`config.mk`:
```
export PLATFORM = sky130hd
export DESIGN_NAME = slot_arbiter
export DESIGN_NICKNAME = d
export VERILOG_FILES = /design/src/rtl/arb_pkg.sv /design/src/rtl/arb_timer.sv /design/src/rtl/arb_silence_watch.sv /design/src/rtl/slot_arbiter.sv
export SDC_FILE = /design/constraint.sdc
export NUM_CORES = 1
export LEC_CHECK = 0
export BUFFER_PORTS_ARGS = -buffer_cell sky130_fd_sc_hd__buf_2
export CAP_MARGIN = 20
export CORE_MARGIN = 8
export CORE_UTILIZATION = 45
export DETAILED_ROUTE_END_ITERATION = 8
export GPL_TIMING_DRIVEN = 0
export PLACE_DENSITY = 0.72
export REMOVE_ABC_BUFFERS = 1
export SLEW_MARGIN = 20
export SYNTH_ARGS = -nofsm -noshare
export SYNTH_HDL_FRONTEND = slang
export SYNTH_SLANG_ARGS = --single-unit
```
`constraint.sdc`:
```
create_clock -name clk_i -period 2.33 [get_ports clk_i]
set_input_delay 0 -clock clk_i [delete_from_list [all_inputs] [get_ports clk_i]]
set_output_delay 0 -clock clk_i [all_outputs]
set_load 0.1 [all_outputs]
```
`src/rtl/arb_pkg.sv`:
```
package arb_pkg;
  typedef enum logic [3:0] {
    ST_IDLE, ST_RESYNC, ST_BEACON, ST_WAIT, ST_CARRIER,
    ST_RECEIVE, ST_COMMIT, ST_XMIT, ST_RECOVER
  } arb_state_e;

  localparam logic [4:0] SYM_SILENCE = 5'b11111;
  localparam logic [4:0] SYM_SYNC    = 5'b11000;
  localparam logic [4:0] SYM_BEACON  = 5'b01000;
endpackage

```
`src/rtl/arb_timer.sv`:
```
module arb_timer #(
  parameter int LIMIT = 20
) (
  input  logic clk_i,
  input  logic rst_ni,
  input  logic clr_i,
  input  logic run_i,
  output logic done_o
);
  localparam int CW = $clog2(LIMIT + 1);
  logic [CW-1:0] cnt_q;

  assign done_o = run_i && (cnt_q == CW'(LIMIT - 1));

  always_ff @(posedge clk_i or negedge rst_ni) begin
    if (!rst_ni)     cnt_q <= '0;
    else if (clr_i)  cnt_q <= '0;
    else if (run_i)  cnt_q <= done_o ? '0 : cnt_q + 1'b1;
  end

  p_cnt_bound_r4: assert property (@(posedge clk_i) disable iff (!rst_ni)
    cnt_q < CW'(LIMIT));
endmodule

```
`src/rtl/arb_silence_watch.sv`:
```
// Counts consecutive quiet cycles up to TS_BITS*(max_id+1) without a multiplier.
module arb_silence_watch #(
  parameter int ID_W    = 8,
  parameter int TS_BITS = 20
) (
  input  logic            clk_i,
  input  logic            rst_ni,
  input  logic            clr_i,
  input  logic            run_i,
  input  logic [ID_W-1:0] max_id_i,
  output logic            done_o
);
  localparam int BW = $clog2(TS_BITS + 1);
  logic [BW-1:0]   bit_q;
  logic [ID_W-1:0] slot_q;
  logic            bit_wrap;

  assign bit_wrap = (bit_q == BW'(TS_BITS - 1));
  assign done_o   = run_i && bit_wrap && (slot_q == max_id_i);

  always_ff @(posedge clk_i or negedge rst_ni) begin
    if (!rst_ni) begin
      bit_q  <= '0;
      slot_q <= '0;
    end else if (clr_i || done_o) begin
      bit_q  <= '0;
      slot_q <= '0;
    end else if (run_i) begin
      bit_q <= bit_wrap ? '0 : bit_q + 1'b1;
      if (bit_wrap) slot_q <= slot_q + 1'b1;
    end
  end

  p_slot_bound_r10: assert property (@(posedge clk_i) disable iff (!rst_ni)
    (run_i && !clr_i) |-> (slot_q <= max_id_i));
endmodule

```
`src/rtl/slot_arbiter.sv`:
```
module slot_arbiter
  import arb_pkg::*;
#(
  parameter int ID_W        = 8,
  parameter int TS_BITS     = 20,
  parameter int BEACON_BITS = 20,
  parameter int RECV_BITS   = 64
) (
  input  logic            clk_i,
  input  logic            rst_ni,
  input  logic            en_i,
  input  logic [ID_W-1:0] my_id_i,
  input  logic [ID_W-1:0] max_id_i,
  input  logic            carrier_i,
  input  logic            receiving_i,
  input  logic            beacon_i,
  input  logic            frame_pending_i,
  input  logic            tx_en_i,
  output logic            committed_o,
  output logic [4:0]      tx_cmd_o
);
  arb_state_e      state_q, state_d;
  logic [ID_W-1:0] cur_id_q, cur_id_d, nxt_id;
  logic            bcn_q, first_q, first_d;
  logic            ts_done, bcn_done, recv_done, sil_done;
  logic            is_master, own_slot, last_slot, bcn_end;

  assign is_master = (my_id_i == '0);
  assign own_slot  = (cur_id_q == my_id_i);
  assign last_slot = is_master && (cur_id_q >= max_id_i);
  assign bcn_end   = bcn_q && !beacon_i;
  assign nxt_id    = cur_id_q + 1'b1;

  arb_timer #(.LIMIT(TS_BITS)) u_ts (
    .clk_i, .rst_ni,
    .clr_i (state_q != ST_WAIT),
    .run_i (state_q == ST_WAIT),
    .done_o(ts_done)
  );

  arb_timer #(.LIMIT(BEACON_BITS)) u_bcn (
    .clk_i, .rst_ni,
    .clr_i (state_q != ST_BEACON),
    .run_i (state_q == ST_BEACON),
    .done_o(bcn_done)
  );

  arb_timer #(.LIMIT(RECV_BITS)) u_recv (
    .clk_i, .rst_ni,
    .clr_i (state_q != ST_CARRIER),
    .run_i (state_q == ST_CARRIER),
    .done_o(recv_done)
  );

  arb_silence_watch #(.ID_W(ID_W), .TS_BITS(TS_BITS)) u_sil (
    .clk_i, .rst_ni,
    .clr_i   ((state_q != ST_RECOVER) || carrier_i),
    .run_i   (state_q == ST_RECOVER),
    .max_id_i(max_id_i),
    .done_o  (sil_done)
  );

  always_comb begin
    state_d  = state_q;
    cur_id_d = cur_id_q;
    if (!en_i) begin
      state_d  = ST_IDLE;
      cur_id_d = '0;
    end else begin
      unique case (state_q)
        ST_IDLE:   state_d = is_master ? ST_BEACON : ST_RESYNC;
        ST_RESYNC: if (bcn_end) begin
          state_d  = ST_WAIT;
          cur_id_d = '0;
        end
        ST_BEACON: if (bcn_done) begin
          state_d  = ST_WAIT;
          cur_id_d = '0;
        end
        ST_WAIT: begin
          if (carrier_i)                                     state_d = ST_CARRIER;
          else if (own_slot && first_q && frame_pending_i)   state_d = ST_COMMIT;
          else if (ts_done) begin
            if (last_slot) state_d = ST_BEACON;
            else           cur_id_d = nxt_id;
          end
        end
        ST_CARRIER: begin
          if (beacon_i)         state_d = ST_RESYNC;
          else if (receiving_i) state_d = ST_RECEIVE;
          else if (recv_done)   state_d = is_master ? ST_RECOVER : ST_RESYNC;
        end
        ST_RECEIVE, ST_XMIT: begin
          if ((state_q == ST_RECEIVE) ? !receiving_i : !tx_en_i) begin
            if (last_slot) state_d = ST_BEACON;
            else begin
              state_d  = ST_WAIT;
              cur_id_d = nxt_id;
            end
          end
        end
        ST_COMMIT:  if (tx_en_i) state_d = ST_XMIT;
        ST_RECOVER: if (sil_done) state_d = ST_BEACON;
        default:    state_d = ST_IDLE;
      endcase
    end
  end

  // high in the first cycle of every slot
  assign first_d = (state_d == ST_WAIT) &&
                   ((state_q != ST_WAIT) || (cur_id_d != cur_id_q));

  always_ff @(posedge clk_i or negedge rst_ni) begin
    if (!rst_ni) begin
      state_q  <= ST_IDLE;
      cur_id_q <= '0;
      bcn_q    <= 1'b0;
      first_q  <= 1'b0;
    end else begin
      state_q  <= state_d;
      cur_id_q <= cur_id_d;
      bcn_q    <= en_i && beacon_i;
      first_q  <= first_d;
    end
  end

  always_comb begin
    unique case (state_q)
      ST_BEACON: tx_cmd_o = SYM_BEACON;
      ST_COMMIT: tx_cmd_o = SYM_SYNC;
      default:   tx_cmd_o = SYM_SILENCE;
    endcase
  end
  assign committed_o = (state_q == ST_COMMIT) || (state_q == ST_XMIT);

  p_off_silent_r1: assert property (@(posedge clk_i) disable iff (!rst_ni)
    !en_i |=> (tx_cmd_o == SYM_SILENCE && !committed_o));

  p_beacon_master_r2: assert property (@(posedge clk_i) disable iff (!rst_ni)
    (tx_cmd_o == SYM_BEACON) |-> (my_id_i == '0));

  p_commit_slot_r5: assert property (@(posedge clk_i) disable iff (!rst_ni)
    $rose(committed_o) |-> $past(own_slot && first_q && frame_pending_i));

  p_sync_owned_r6: assert property (@(posedge clk_i) disable iff (!rst_ni)
    (tx_cmd_o == SYM_SYNC) |-> committed_o);

  p_xmit_end_r6: assert property (@(posedge clk_i) disable iff (!rst_ni)
    (committed_o && en_i && tx_cmd_o == SYM_SILENCE && !tx_en_i) |=> !committed_o);
endmodule

```
Yosys cells after proc, flatten, opt, wreduce, memory -nomap -nowiden
Cells that the tools add are included.
{ "op_classes": {"addsub": 6, "magnitude_cmp": 1, "eq_ne": 20, "n_mux": 43, "reduce_logical": 27} }
{ "ops": {"columns": ["op", "count"], "rows": [
  ["$mux 8", 11],
  ["$mux 4", 14],
  ["$mux 5", 9],
  ["$pmux 4 s8", 1],
  ["$pmux 8 s4", 1],
  ["$mux 7", 3],
  ["$add 8x1->8 const B", 2],
  ["$eq 4x3->1 const B", 4],
  ["$eq 8x8->1", 2],
  ["$add 5x1->5 const B", 3],
  ["$eq 5x5->1 const B", 3],
  ["$eq 4x2->1 const B", 3],
  ["$logic_and 1x1->1", 11],
  ["$pmux 5 s2", 1],
  ["$reduce_bool 2->1", 5],
  ["$ge 8x8->1", 1],
  ["$logic_not 8->1", 1],
  ["$ne 4x2->1 const B", 2],
  ["$ne 8x8->1", 1],
  ["$add 7x1->7 const B", 1],
  ["$eq 7x6->1 const B", 1],
  ["$eq 4x1->1 const B", 1],
  ["$eq 4x4->1 const B", 1],
  ["$logic_not 4->1", 1],
  ["8 further kinds", 14]
]} }
{ "totals": {"regBits": 44, "input_bits": 24} }

Logic depth before layout (Yosys ltp)
{ "logic_depth": {"ltp_word": 11, "ltp_mapped": 10, "depth_no_buf": 8} }

Cells and area by module
From an unflattened synthesis, not the netlist that was laid out.
{ "hier_totals": {"hier_cells": 346, "area_unflattened_um2": 3080.5} }
{ "modules_own_cells": {"columns": ["mod", "instances", "cells_each", "area_per_inst_um2", "seq_area_each_um2"], "rows": [
  ["slot_arbiter", 1, 179, 1367.6, 350.3],
  ["arb_silence_watch", 1, 82, 812.0, 325.3],
  ["arb_timer at u_bcn ...", 2, 25, 269.0, 125.1],
  ["arb_timer at u_recv", 1, 35, 362.8, 175.2]
]} }

Worst setup path before layout
OpenSTA, ideal clock, no wires.
{ "synth_path": {"path_type": "register -> register", "start": "register state_q[0]", "end": "register u_bcn.cnt_q[2]", "arrival_ns": 2.822, "path_slack_ns": -0.563, "stages_incl_launch_ff": 6, "n_path_buf": 1, "period_less_slack_ns": 2.893, "cell_sequence": "dfrtp_1 -> buf_2 -> or3_1 -> nand2b_1 -> a31o_2 -> nor2_1"} }
{ "synth_between": {"elab_chain_cells": 5, "word_cells_on_any_way": 7} }
{ "synth_lines": {"columns": ["item", "line", "text"], "rows": [
  ["start: declaration", "slot_arbiter.sv:22", "arb_state_e state_q, state_d;"],
  ["start signal: assignment", "slot_arbiter.sv:120", "state_q <= state_d;"],
  ["$eq 4x2->1", "slot_arbiter.sv:44", ".run_i (state_q == ST_BEACON),"],
  ["$logic_and 1x1->1", "arb_timer.sv:13", "assign done_o = run_i && (cnt_q == CW'(LIMIT - 1));"],
  ["$mux 5 (2 in a row)", "arb_timer.sv:18", "else if (run_i) cnt_q <= done_o ? '0 : cnt_q + 1'b1;"],
  ["$mux 5", "arb_timer.sv:17", "else if (clr_i) cnt_q <= '0;"],
  ["end signal: assignment", "arb_timer.sv:18", null],
  ["end: declaration", "arb_timer.sv:11", "logic [CW-1:0] cnt_q;"]
]} }
Parallel ways exist; a longest one is shown, timed or not. The select of a mux whose other input is x is not followed.
A chain may end at the register's enable or synchronous reset.

Worst setup path after layout
{ "layout_path": {"start": "register cur_id_q[0]", "end": "register cur_id_q[2]"} }
{ "layout_between": {"elab_chain_cells": 8, "word_cells_on_any_way": 13} }
{ "layout_lines": {"columns": ["item", "line", "text"], "rows": [
  ["start: declaration", "slot_arbiter.sv:23", "logic [ID_W-1:0] cur_id_q, cur_id_d, nxt_id;"],
  ["start signal: assignment", "slot_arbiter.sv:121", "cur_id_q <= cur_id_d;"],
  ["$ge 8x8->1", "slot_arbiter.sv:30", "assign last_slot = is_master && (cur_id_q >= max_id_i);"],
  ["$logic_and 1x1->1", "slot_arbiter.sv:30", null],
  ["$mux 8", "slot_arbiter.sv:84, slot_arbiter.sv:95", null],
  ["$mux 8", "slot_arbiter.sv:83", "else if (ts_done) begin"],
  ["$mux 8", "slot_arbiter.sv:82", "else if (own_slot && first_q && frame_pending_i) state_d = ST_COMMIT;"],
  ["$mux 8", "slot_arbiter.sv:81", "if (carrier_i) state_d = ST_CARRIER;"],
  ["$pmux 8 s4 (*)", "slot_arbiter.sv:70", "unique case (state_q)"],
  ["$mux 8 (*)", "slot_arbiter.sv:66", "if (!en_i) begin"],
  ["via cur_id_d[2]", "slot_arbiter.sv:23", null]
]} }
The timed path passes the listed nets; every way through them passes the cells marked *.

==> results.yml <==
outcome:
  status: "finished, final reports clean"
placement:
  portBuffers: 28
  hpwlAfterDp_um: 4910
  gp_congestion: 0.884
  dpl_cell_area_um2: 3130
  place_ws_ns: -0.622
logic_synthesis:
  ys_ff_latch: 44
  synthAdderAreaFrac: 0.0587
  synth-main-ff-cell: "dfrtp_1"
  synthSimpleGateAreaFrac: 0.277
  async_flop_share: 1.00
  syn_area_um2: 2990
  synthCells: 339
  seq_area_frac_synth: 0.369
  ys_warn_count: 0
  synth_xor_area_frac: 0.0997
  synth_cell_types: 55
  synth_top_family_by_area: "simple AND/OR/NAND/NOR gates"
  muxShareOfSynthArea: 0.0101
  synth_compound_area_frac: 0.126
  synth-edff-count: 0
  syn_avg_cell_area_um2: 8.81
cells_and_area:
  design_area_um2: 3590
  antenna_cells: 0
  layout_common_cells: "nor2_1 (40), dfrtp_1 (34), nand2_1 (28), buf_4 (28), buf_2 (27)"
  finalNetCount: 425
  final_common_cell: "nor2_1"
  layout-drive-gt1-share: 0.250
  area_delta_synth_final_pct: 20.2
cts:
  cts_buffers: 5
  cts_tree: "done"
  clk_latency_ns: 0.30
  clock_path_buffers: 2
  htree_num_levels: 2
  cts.sinks: 44
  cts_root_buf: "clkbuf_8"
  path_clk_slew_ns: 0.09
timing:
  max_freq_mhz: 437
  finClkSkew_ns: 0.00673
  finalSetupViolations: 0
  final.period_utilization: 0.982
  min_period_ns: 2.29
  tightestPinTransition_ns: 0.655
  fin_ws_ns: 0.0431
  final_max_slew_viol_count: 0
  relSlewSlack: 0.559
  holdWs_ns: 0.0433
  tns_ns: 0
  finalHoldViolCount: 0
critical_path:
  path_buf_inv: 1
  crit_fanout: 8
  cp.required_ns: 2.55
  critical-path-max-stage-delay_ns: 0.50
  path_cells: "inv_2, ha_1, nand2b_4, a2111oi_4, o32a_4, o211ai_4, or4b_1, o22ai_1"
  critPathTopFamily: "compound AO/OA/AOI/OAI gates"
  path_class: "flip-flop to flip-flop"
  critPathLaunchType: "flip-flop"
  end_kind: "flip-flop"
  critPathSlowestCell: "or4b_1"
  arrival_ns: 2.50
pwr:
  ir_worst_vdd_mv: 0.273
  p_leak_nw: 1.53
  p_per_area_nw_per_um2: 469
  p_total_mw: 1.68
floorplanning:
  die_h_um: 97.5
  ios: 30
  die_w_um: 97.5
  core-area_um2: 6390
  start_util: 0.467
  die-area_um2: 9500
  rows: 29
detailed_routing:
  wire_per_inst_um: 15.6
  ant_nets: 0
  vias: 2625
  drtIter0Drc: 161
  viasPerCell: 5.65
  routed_wl_um: 7260
  first_pass_iters: 4
  drc: 0
global_route:
  track_usage: 0.143
  antenna_found_initial: 0
  grt_overflow: 0
  grt_start_max_net_pins: 45
  grt_pass1_vias: 2486
  grt_pass1_wl_um: 11600
min_path:
  hold_path_class: "input port to flip-flop"
run:
  drv_cap: 0
[power by group]
part | switching, mW | total [mW] | internal, mW
Combinational | 0.178 | 0.270 | 0.0918
Sequential | 0.0187 | 0.793 | 0.775
Clock | 0.270 | 0.621 | 0.351
[cells in the mapped netlist (3+ instances only)]
cell | n | area share
nor2b_1 | 3 | 0.0063
xor2_1 | 24 | 0.070
mux2i_1 | 3 | 0.010
a31oi_1 | 4 | 0.0084
and3_1 | 5 | 0.010
a211oi_1 | 4 | 0.010
or3_1 | 3 | 0.0063
nor3_1 | 9 | 0.015
and4_1 | 4 | 0.012
clkbuf_1 | 6 | 0.0075
inv_1 | 22 | 0.028
nand2_1 | 28 | 0.035
xnor2_1 | 10 | 0.029
a21oi_1 | 15 | 0.025
o21ai_0 | 6 | 0.010
nand3_1 | 12 | 0.020
nor2_1 | 40 | 0.050
a22oi_1 | 3 | 0.0075
o22ai_1 | 6 | 0.013
buf_4 | 6 | 0.015
nor4_1 | 6 | 0.013
ha_1 | 14 | 0.059
o211ai_1 | 5 | 0.013
nand4_1 | 11 | 0.023
dfrtp_1 | 44 | 0.37
nand2b_1 | 8 | 0.017
[final timing paths]
path / from / to / slack, ns / cells after the start
max in group asynchronous: rst_ni / state_q[0]$_DFF_PN0_ / 1.68 / 2
min: my_id_i[3] / state_q[3]$_DFF_PN0_ / 0.04 / 4
max reg2reg: cur_id_q[0]$_DFF_PN0_ / cur_id_q[2]$_DFF_PN0_ / 0.04 / 8
min reg2reg: u_bcn.cnt_q[0]$_DFF_PN0_ / u_bcn.cnt_q[0]$_DFF_PN0_ / 0.46 / 1
max: cur_id_q[0]$_DFF_PN0_ / cur_id_q[2]$_DFF_PN0_ / 0.04 / 8
min in group asynchronous: rst_ni / cur_id_q[1]$_DFF_PN0_ / 0.22 / 2
[flip-flops by register name, summed over array words and instances (netlist names)]
register	flops
u_ts.cnt_q	5
u_recv.cnt_q	7
cur_id_q	8
bcn_q	1
u_sil.slot_q	8
u_bcn.cnt_q	5
u_sil.bit_q	5
first_q	1
state_q	4
[stage by stage]
step                 util  cells
CTS                 0.525    444
global placement    0.490    428
detailed placement  0.491    428
global route        0.562    465
floorplan               -    323
finish              0.562    465
[metal layers]
| metal | share of wire | vias up | wire (um) | global-route usage |
|---|---|---|---|---|
| li1 | - | 1292 | - | - |
| met1 | 0.46 | 1251 | 3320 | 0.187 |
| met2 | 0.48 | 72 | 3470 | 0.223 |
| met3 | 0.051 | 10 | 370 | 0.0320 |
| met4 | 0.013 | 0 | 97 | 0.0548 |
| met5 | 0 | - | 0 | 0 |
[worst reg2reg max path: stages, from the launching register on]
cell,delay [ns]
dfrtp_2,0.44
inv_2,0.07
ha_1,0.22
nand2b_4,0.15
a2111oi_4,0.30
o32a_4,0.25
o211ai_4,0.13
or4b_1,0.50
o22ai_1,0.15
[cells by family after synthesis]
logic type               count (synthesis)
AO/OA/AOI/OAI                           56
XOR/XNOR                                34
adder cells (fa/ha/maj)                 14
buffers and inverters                   38
flip-flops                              44
multiplexers                             3
other                                    1
AND/OR/NAND/NOR                        149
[cell type report]
cell class	instances	area (um2)
inverters	22	82.6
fillers	564	2800
well taps	77	96.3
multi-input cells	257	1810
clock inverters	2	38.8
flip-flops and latches	44	1110
repair buffers	57	365
clock buffers	6	82.6
[what timing repair did]
item / in CTS / in global routing
buffers inserted: 6 / 21
endpoints found under the hold margin: 45 / 0
pin swaps: 2 / 6
hold buffers: 2 / 0
endpoints found under the setup margin: 23 / 21
resized for setup: 11 / 15
Power figures use the tool's default switching activity.
